<file path="src/rtl/dac_front_pkg.sv">
package dac_front_pkg;
   // decoded per-cycle enables for the two storage stages
   typedef struct packed {
      logic load_hi;
      logic load_lo;
      logic xfer;
   } dac_en_t;

   localparam int unsigned DEF_CODE_W = 12;
   localparam int unsigned DEF_HI_W   = 8;
endpackage

</file>
<file path="src/rtl/dac_ctl_decode.sv">
module dac_ctl_decode
   import dac_front_pkg::*;
(
   input  logic    sel_n,
   input  logic    wr_a_n,
   input  logic    wr_b_n,
   input  logic    xfer_n,
   input  logic    hi_byte,
   output dac_en_t en
);
   logic wr_ok;

   always_comb begin
      wr_ok      = ~sel_n & ~wr_a_n;
      en.load_lo = wr_ok;
      en.load_hi = wr_ok & hi_byte;
      en.xfer    = ~wr_b_n & ~xfer_n;
   end
endmodule

</file>
<file path="src/rtl/dac_in_latch.sv">
module dac_in_latch
   import dac_front_pkg::*;
#(
   parameter int unsigned CODE_W   = DEF_CODE_W,
   parameter int unsigned HI_W     = DEF_HI_W,
   parameter bit          WIDE_BUS = 1'b1,
   localparam int unsigned LO_W    = CODE_W - HI_W,
   localparam int unsigned DIN_W   = WIDE_BUS ? CODE_W : HI_W
)(
   input  logic              clk,
   input  logic              rst_n,
   input  dac_en_t           en,
   input  logic [DIN_W-1:0]  din,
   output logic [CODE_W-1:0] word_nxt,
   output logic [CODE_W-1:0] word_q
);
   logic [HI_W-1:0] hi_src, hi_q, hi_nxt;
   logic [LO_W-1:0] lo_src, lo_q, lo_nxt;

   generate
      if (WIDE_BUS) begin : g_wide
         always_comb begin
            hi_src = din[CODE_W-1:LO_W];
            lo_src = din[LO_W-1:0];
         end
      end else begin : g_narrow
         // left-justified: the nibble rides on the top lines of the byte
         logic unused_low_lines;
         always_comb begin
            hi_src = din[HI_W-1:0];
            lo_src = din[HI_W-1:HI_W-LO_W];
         end
         if (HI_W > LO_W) begin : g_spare
            assign unused_low_lines = ^din[HI_W-LO_W-1:0];
         end else begin : g_nospare
            assign unused_low_lines = 1'b0;
         end
      end
   endgenerate

   always_comb begin
      hi_nxt   = en.load_hi ? hi_src : hi_q;
      lo_nxt   = en.load_lo ? lo_src : lo_q;
      word_nxt = {hi_nxt, lo_nxt};
      word_q   = {hi_q, lo_q};
   end

   always_ff @(posedge clk) begin
      if (!rst_n) begin
         hi_q <= '0;
         lo_q <= '0;
      end else begin
         hi_q <= hi_nxt;
         lo_q <= lo_nxt;
      end
   end
endmodule

</file>
<file path="src/rtl/dac_hold_reg.sv">
module dac_hold_reg #(
   parameter int unsigned CODE_W = 12
)(
   input  logic              clk,
   input  logic              rst_n,
   input  logic              load,
   input  logic [CODE_W-1:0] d,
   output logic [CODE_W-1:0] q
);
   always_ff @(posedge clk) begin
      if (!rst_n)    q <= '0;
      else if (load) q <= d;
   end
endmodule

</file>
<file path="src/rtl/dbuf_dac_front.sv">
module dbuf_dac_front
   import dac_front_pkg::*;
#(
   parameter int unsigned CODE_W   = DEF_CODE_W,
   parameter int unsigned HI_W     = DEF_HI_W,
   parameter bit          WIDE_BUS = 1'b1,
   localparam int unsigned LO_W    = CODE_W - HI_W,
   localparam int unsigned DIN_W   = WIDE_BUS ? CODE_W : HI_W
)(
   input  logic              clk,
   input  logic              rst_n,
   input  logic              sel_n,
   input  logic              wr_a_n,
   input  logic              wr_b_n,
   input  logic              xfer_n,
   input  logic              hi_byte,
   input  logic [DIN_W-1:0]  din,
   output logic [CODE_W-1:0] code
);
   initial begin
      if (HI_W < 1 || HI_W >= CODE_W)
         $fatal(1, "dbuf_dac_front: HI_W must lie in 1..CODE_W-1");
      if (LO_W > HI_W)
         $fatal(1, "dbuf_dac_front: low part must fit inside the narrow bus");
   end

   dac_en_t           en;
   logic [CODE_W-1:0] in_nxt;
   logic [CODE_W-1:0] in_word;

   dac_ctl_decode u_dec (
      .sel_n   (sel_n),
      .wr_a_n  (wr_a_n),
      .wr_b_n  (wr_b_n),
      .xfer_n  (xfer_n),
      .hi_byte (hi_byte),
      .en      (en)
   );

   dac_in_latch #(
      .CODE_W   (CODE_W),
      .HI_W     (HI_W),
      .WIDE_BUS (WIDE_BUS)
   ) u_in (
      .clk      (clk),
      .rst_n    (rst_n),
      .en       (en),
      .din      (din),
      .word_nxt (in_nxt),
      .word_q   (in_word)
   );

   // the transfer sees the latch value of the same edge: transparent chain
   dac_hold_reg #(
      .CODE_W (CODE_W)
   ) u_out (
      .clk   (clk),
      .rst_n (rst_n),
      .load  (en.xfer),
      .d     (in_nxt),
      .q     (code)
   );
endmodule

</file>
<file path="config.mk">
export PLATFORM = sky130hd
export DESIGN_NAME = dbuf_dac_front
export DESIGN_NICKNAME = d
export VERILOG_FILES = /design/src/rtl/dac_front_pkg.sv /design/src/rtl/dac_ctl_decode.sv /design/src/rtl/dac_in_latch.sv /design/src/rtl/dac_hold_reg.sv /design/src/rtl/dbuf_dac_front.sv
export SDC_FILE = /design/constraint.sdc
export NUM_CORES = 1
export LEC_CHECK = 0
export ABC_AREA = 1
export BUFFER_PORTS_ARGS = -buffer_cell sky130_fd_sc_hd__buf_2
export CAP_MARGIN = 15
export CORE_MARGIN = 4
export CORE_UTILIZATION = 40
export CTS_CLUSTER_SIZE = 28
export DETAILED_ROUTE_END_ITERATION = 10
export PLACE_DENSITY = 0.61
export SYNTH_ARGS = -nofsm -noshare
export SYNTH_HDL_FRONTEND = slang
export SYNTH_HIERARCHICAL = 1
export SYNTH_SLANG_ARGS = --single-unit
</file>
<file path="constraint.sdc">
create_clock -name clk -period 1.1 [get_ports clk]
set_input_delay 0.055 -clock clk [delete_from_list [all_inputs] [get_ports clk]]
set_output_delay 0.055 -clock clk [all_outputs]
set_load 0.02 [all_outputs]
</file>
## Word level (Yosys, flattened, before mapping)

Cells that the tools add are included.

- Bitwise logic cells: 7
- Mux-type cells: 2

Operator list:

| operator | count |
|---|---|
| two-way mux 8 bit | 1 |
| two-way mux 4 bit | 1 |
| NOT 1 bit | 4 |
| bitwise AND 1 bit | 3 |

- Register bits after elaboration: 24
- Word-level logic and storage cells: 12
- Input port bits: 19

## Logic depth before layout (Yosys ltp)

- Depth in word-level cells: 4
- Gate-level depth with buffers: 12
- Gate-level depth less buffers: 11

## Modules after synthesis

The synthesis kept the hierarchy.

By module, submodules not included:

| module | area each (sq um) | cells an instance | instances |
|---|---|---|---|
| dac_in_latch | 668.1 | 101 | 1 |
| dac_hold_reg | 493.0 | 75 | 1 |
| dac_ctl_decode | 38.8 | 8 | 1 |

## Least setup slack after synthesis

OpenSTA, ideal clock, no wires.

- Path kind: input to register
- Start point: in sel_n
- End point: reg u_out.q[11]
- Cell stages on the path: 11
- Library setup time: 0.113 ns
- Arrival: 0.713 ns
- Path slack: 0.274 ns
- Cell sequence: inv_1 nand2_2 nor2_2 buf_6 nand2_1 nand2_2 inv_1 inv_1 nand2_1 nand2_1 nor2_1

RTL lines:

| what | line | text |
|---|---|---|
| from (decl) | dbuf_dac_front.sv:12 | `input logic sel_n,` |
| to (signal assigned) | dac_hold_reg.sv:11 | `if (!rst_n) q <= '0;` |
| to (signal assigned) | dac_hold_reg.sv:12 | `else if (load) q <= d;` |
| to (decl) | dac_hold_reg.sv:8 | `output logic [CODE_W-1:0] q` |

## Final worst setup path

- Start point: reg u_out.q[7]
- End point: out code[7]

RTL lines:

| what | line | text |
|---|---|---|
| to (decl) | dbuf_dac_front.sv:18 | `output logic [CODE_W-1:0] code` |

No word-level cell between the ends.

==> flow_summary.json <==
{
  "synth_fp_nets": 203,
  "rr_worst_depth": 8,
  "power_density_nw_per_um2": 1218,
  "max_slew_margin_pct": 87.19,
  "worstSetupEndpoint": "code[7]",
  "crit_chain": "buf_2",
  "rrSetupSlack_ps": 280,
  "fin_util_pct": 51.12,
  "vias": 996,
  "setup_ws_ps": 220.9,
  "worstPathRequired_ps": 1040,
  "clock-sinks": 24,
  "yosysSeqAreaShare_pct": 40.04,
  "clk_pin_slew_ps": 130,
  "grt_use_total_pct": 11.89,
  "grt_max_degree": 25,
  "htree_levels": 1,
  "wire_per_inst_um": 8.298,
  "syn_area_per_cell_um2": 6.521,
  "syn-instance-count": 184,
  "ctsHoldBuffers": 0,
  "vias_per_cell": 4.016,
  "cts_tree": "done",
  "num_rows": 19,
  "worstPathArrival_ps": 820,
  "gp_congestion": 0.7643,
  "status": "finished clean",
  "netlist.area_leader.share_pct": 40.04,
  "dpl_cell_area_um2": 1398,
  "r2r_end": "u_out/q[11]",
  "synthTopCellsByArea": "dfxtp_1, inv_1, nand2_1",
  "rsz0062_at_grt": "false",
  "die-area_um2": 3940,
  "peakVddDrop_mv": 0.7893,
  "path_max_fanout": 2,
  "cpPeakStageDelay_ps": 360,
  "cp-start-kind": "register",
  "drtPass1Iterations": 3,
  "mappedNetlistArea_um2": 1200,
  "clock-root-buffer": "clkbuf_4",
  "initial_core_util_pct": 42.77,
  "r2r-start": "u_in/hi_q[7]",
  "setup_viol": 0,
  "p_leak_nw": 0.8658,
  "synth_top_area_cell": "dfxtp_1",
  "core_area_um2": 2805,
  "postRouteAntennaNets": 0,
  "fin_crit_sh_pct": 79.92,
  "syn_to_final_growth_pct": 19.50,
  "drive_gt1_share_pct": 30.88,
  "endpoint_kind": "output pin",
  "cp.depth": 1,
  "die_y_um": 62.77,
  "drv_slew": 0,
  "final.fill_count": 309,
  "fin_tns_setup_ps": 0,
  "grt_pass1_vias": 977,
  "crit_start": "u_out/q[7]",
  "synth_seq_cells": 24,
  "cts_resized": 0,
  "fin_area_um2": 1434,
  "synth_cell_type_count": 12,
  "place_ws_ps": 69.95,
  "first_iter_violations": 16,
  "final.setup_skew_ps": 4.700,
  "num-nets-final": 237,
  "drc": 0,
  "dpl.hpwl_mm": 1.638,
  "holdWs_ps": 56.14,
  "crit_type": "register to output pin",
  "cts.path.max_buffers": 2,
  "max_freq_mhz": 1138,
  "io_buffers": 30,
  "clk_latency_ps": 300,
  "fin_crit_ps": 879.1,
  "overflow": 0,
  "post_cts_buffers": 0,
  "yosysWarnings": 6,
  "boundaryPins": 31,
  "cts_buffers": 3,
  "cp_top_family": "flip-flops",
  "antenna_cells": 0,
  "cp_slowest_cell": "dfxtp_1",
  "worst_pin_slew_ps": 191.4,
  "hold_path.class": "primary input to register",
  "totalWireLength_mm": 2.058,
  "crit_buf_inv": 1,
  "max-cap-violations": 0,
  "antenna_found_initial": 0,
  "grt_pass1_wl_mm": 3.843,
  "die_x_um": 62.77,
  "final_hold_viol_count": 0
}
## layout by cell type, fill, tap and decap left out, drive strengths merged
cell type | Yosys | final
nand2 | 61 | 61
inv | 55 | 55
nor2 | 38 | 38
buf | 6 | 35
dfxtp | 24 | 24
clkbuf | 0 | 4
## per-stage QoR
step / std cells / total power [mW]
2_1_floorplan: 184 / 1.219
3_3_place_gp: 244 / 1.320
3_5_place_dp: 244 / 1.322
4_1_cts: 248 / 1.784
5_1_grt: 248 / 1.864
6_report: 248 / 1.747
## cell type report
cell class | count | area, um^2 | area share, %
sequential | 24 | 480.5 | 33.51
multi-input combinational | 99 | 451.7 | 31.50
inverter | 55 | 214.0 | 14.92
timing repair buffer | 35 | 212.7 | 14.83
tap | 31 | 38.79 | 2.705
clock buffer | 4 | 36.28 | 2.531
## Yosys cell counts
library cell  instances
inv_2                 1
buf_2                 1
inv_8                 1
inv_1                53
nand2_2              14
nand2_1              44
buf_4                 2
nand2_4               3
nor2_2                9
nor2_1               29
buf_6                 3
dfxtp_1              24
## state kept, by name, indices dropped and copies added, names as in the netlist
| name | flops |
|---|---|
| u_in/hi_q | 8 |
| u_in/lo_q | 4 |
| u_out/q | 12 |
## logic make-up after synthesis
kind of cell           after synthesis  synth area share (%)
buffers and inverters               61                 22.31
flip-flops                          24                 40.04
AND/OR/NAND/NOR                     99                 37.64
## how the worst min path moves through the flow
| stage | endpoint | start | cells past startpoint |
|---|---|---|---|
| floorplan | u_out/q[11] | rst_n | 2 |
| global placement | u_in/lo_q[3] | din[3] | 5 |
| detailed placement | u_in/hi_q[2] | rst_n | 3 |
| CTS | u_in/hi_q[2] | rst_n | 3 |
| global route | u_in/hi_q[6] | din[10] | 5 |
| finish | u_in/hi_q[0] | din[4] | 5 |
## routing by layer
layer	GRT usage [%]	vias to the layer above	part of all wire (%)	wire, um
li1	-	560	-	-
met1	12.33	416	43	885
met2	22.64	18	52	1060
met3	4.317	2	4.8	98
met4	2.479	0	0.63	13
met5	0	-	0	0
## worst reg2reg max path: stages (launching register included)
cell and delay, ps:
dfxtp_1 330, inv_1 80, nand2_4 50, nand2_2 70
inv_1 40, inv_1 40, nand2_1 40, nand2_1 50
nor2_1 30
## power by group
group | switching (mW) | internal [mW]
Combinational | 0.212 | 0.142
Clock | 0.249 | 0.202
Sequential | 0.0184 | 0.923
No activity file was read; power rests on OpenSTA's default activity.
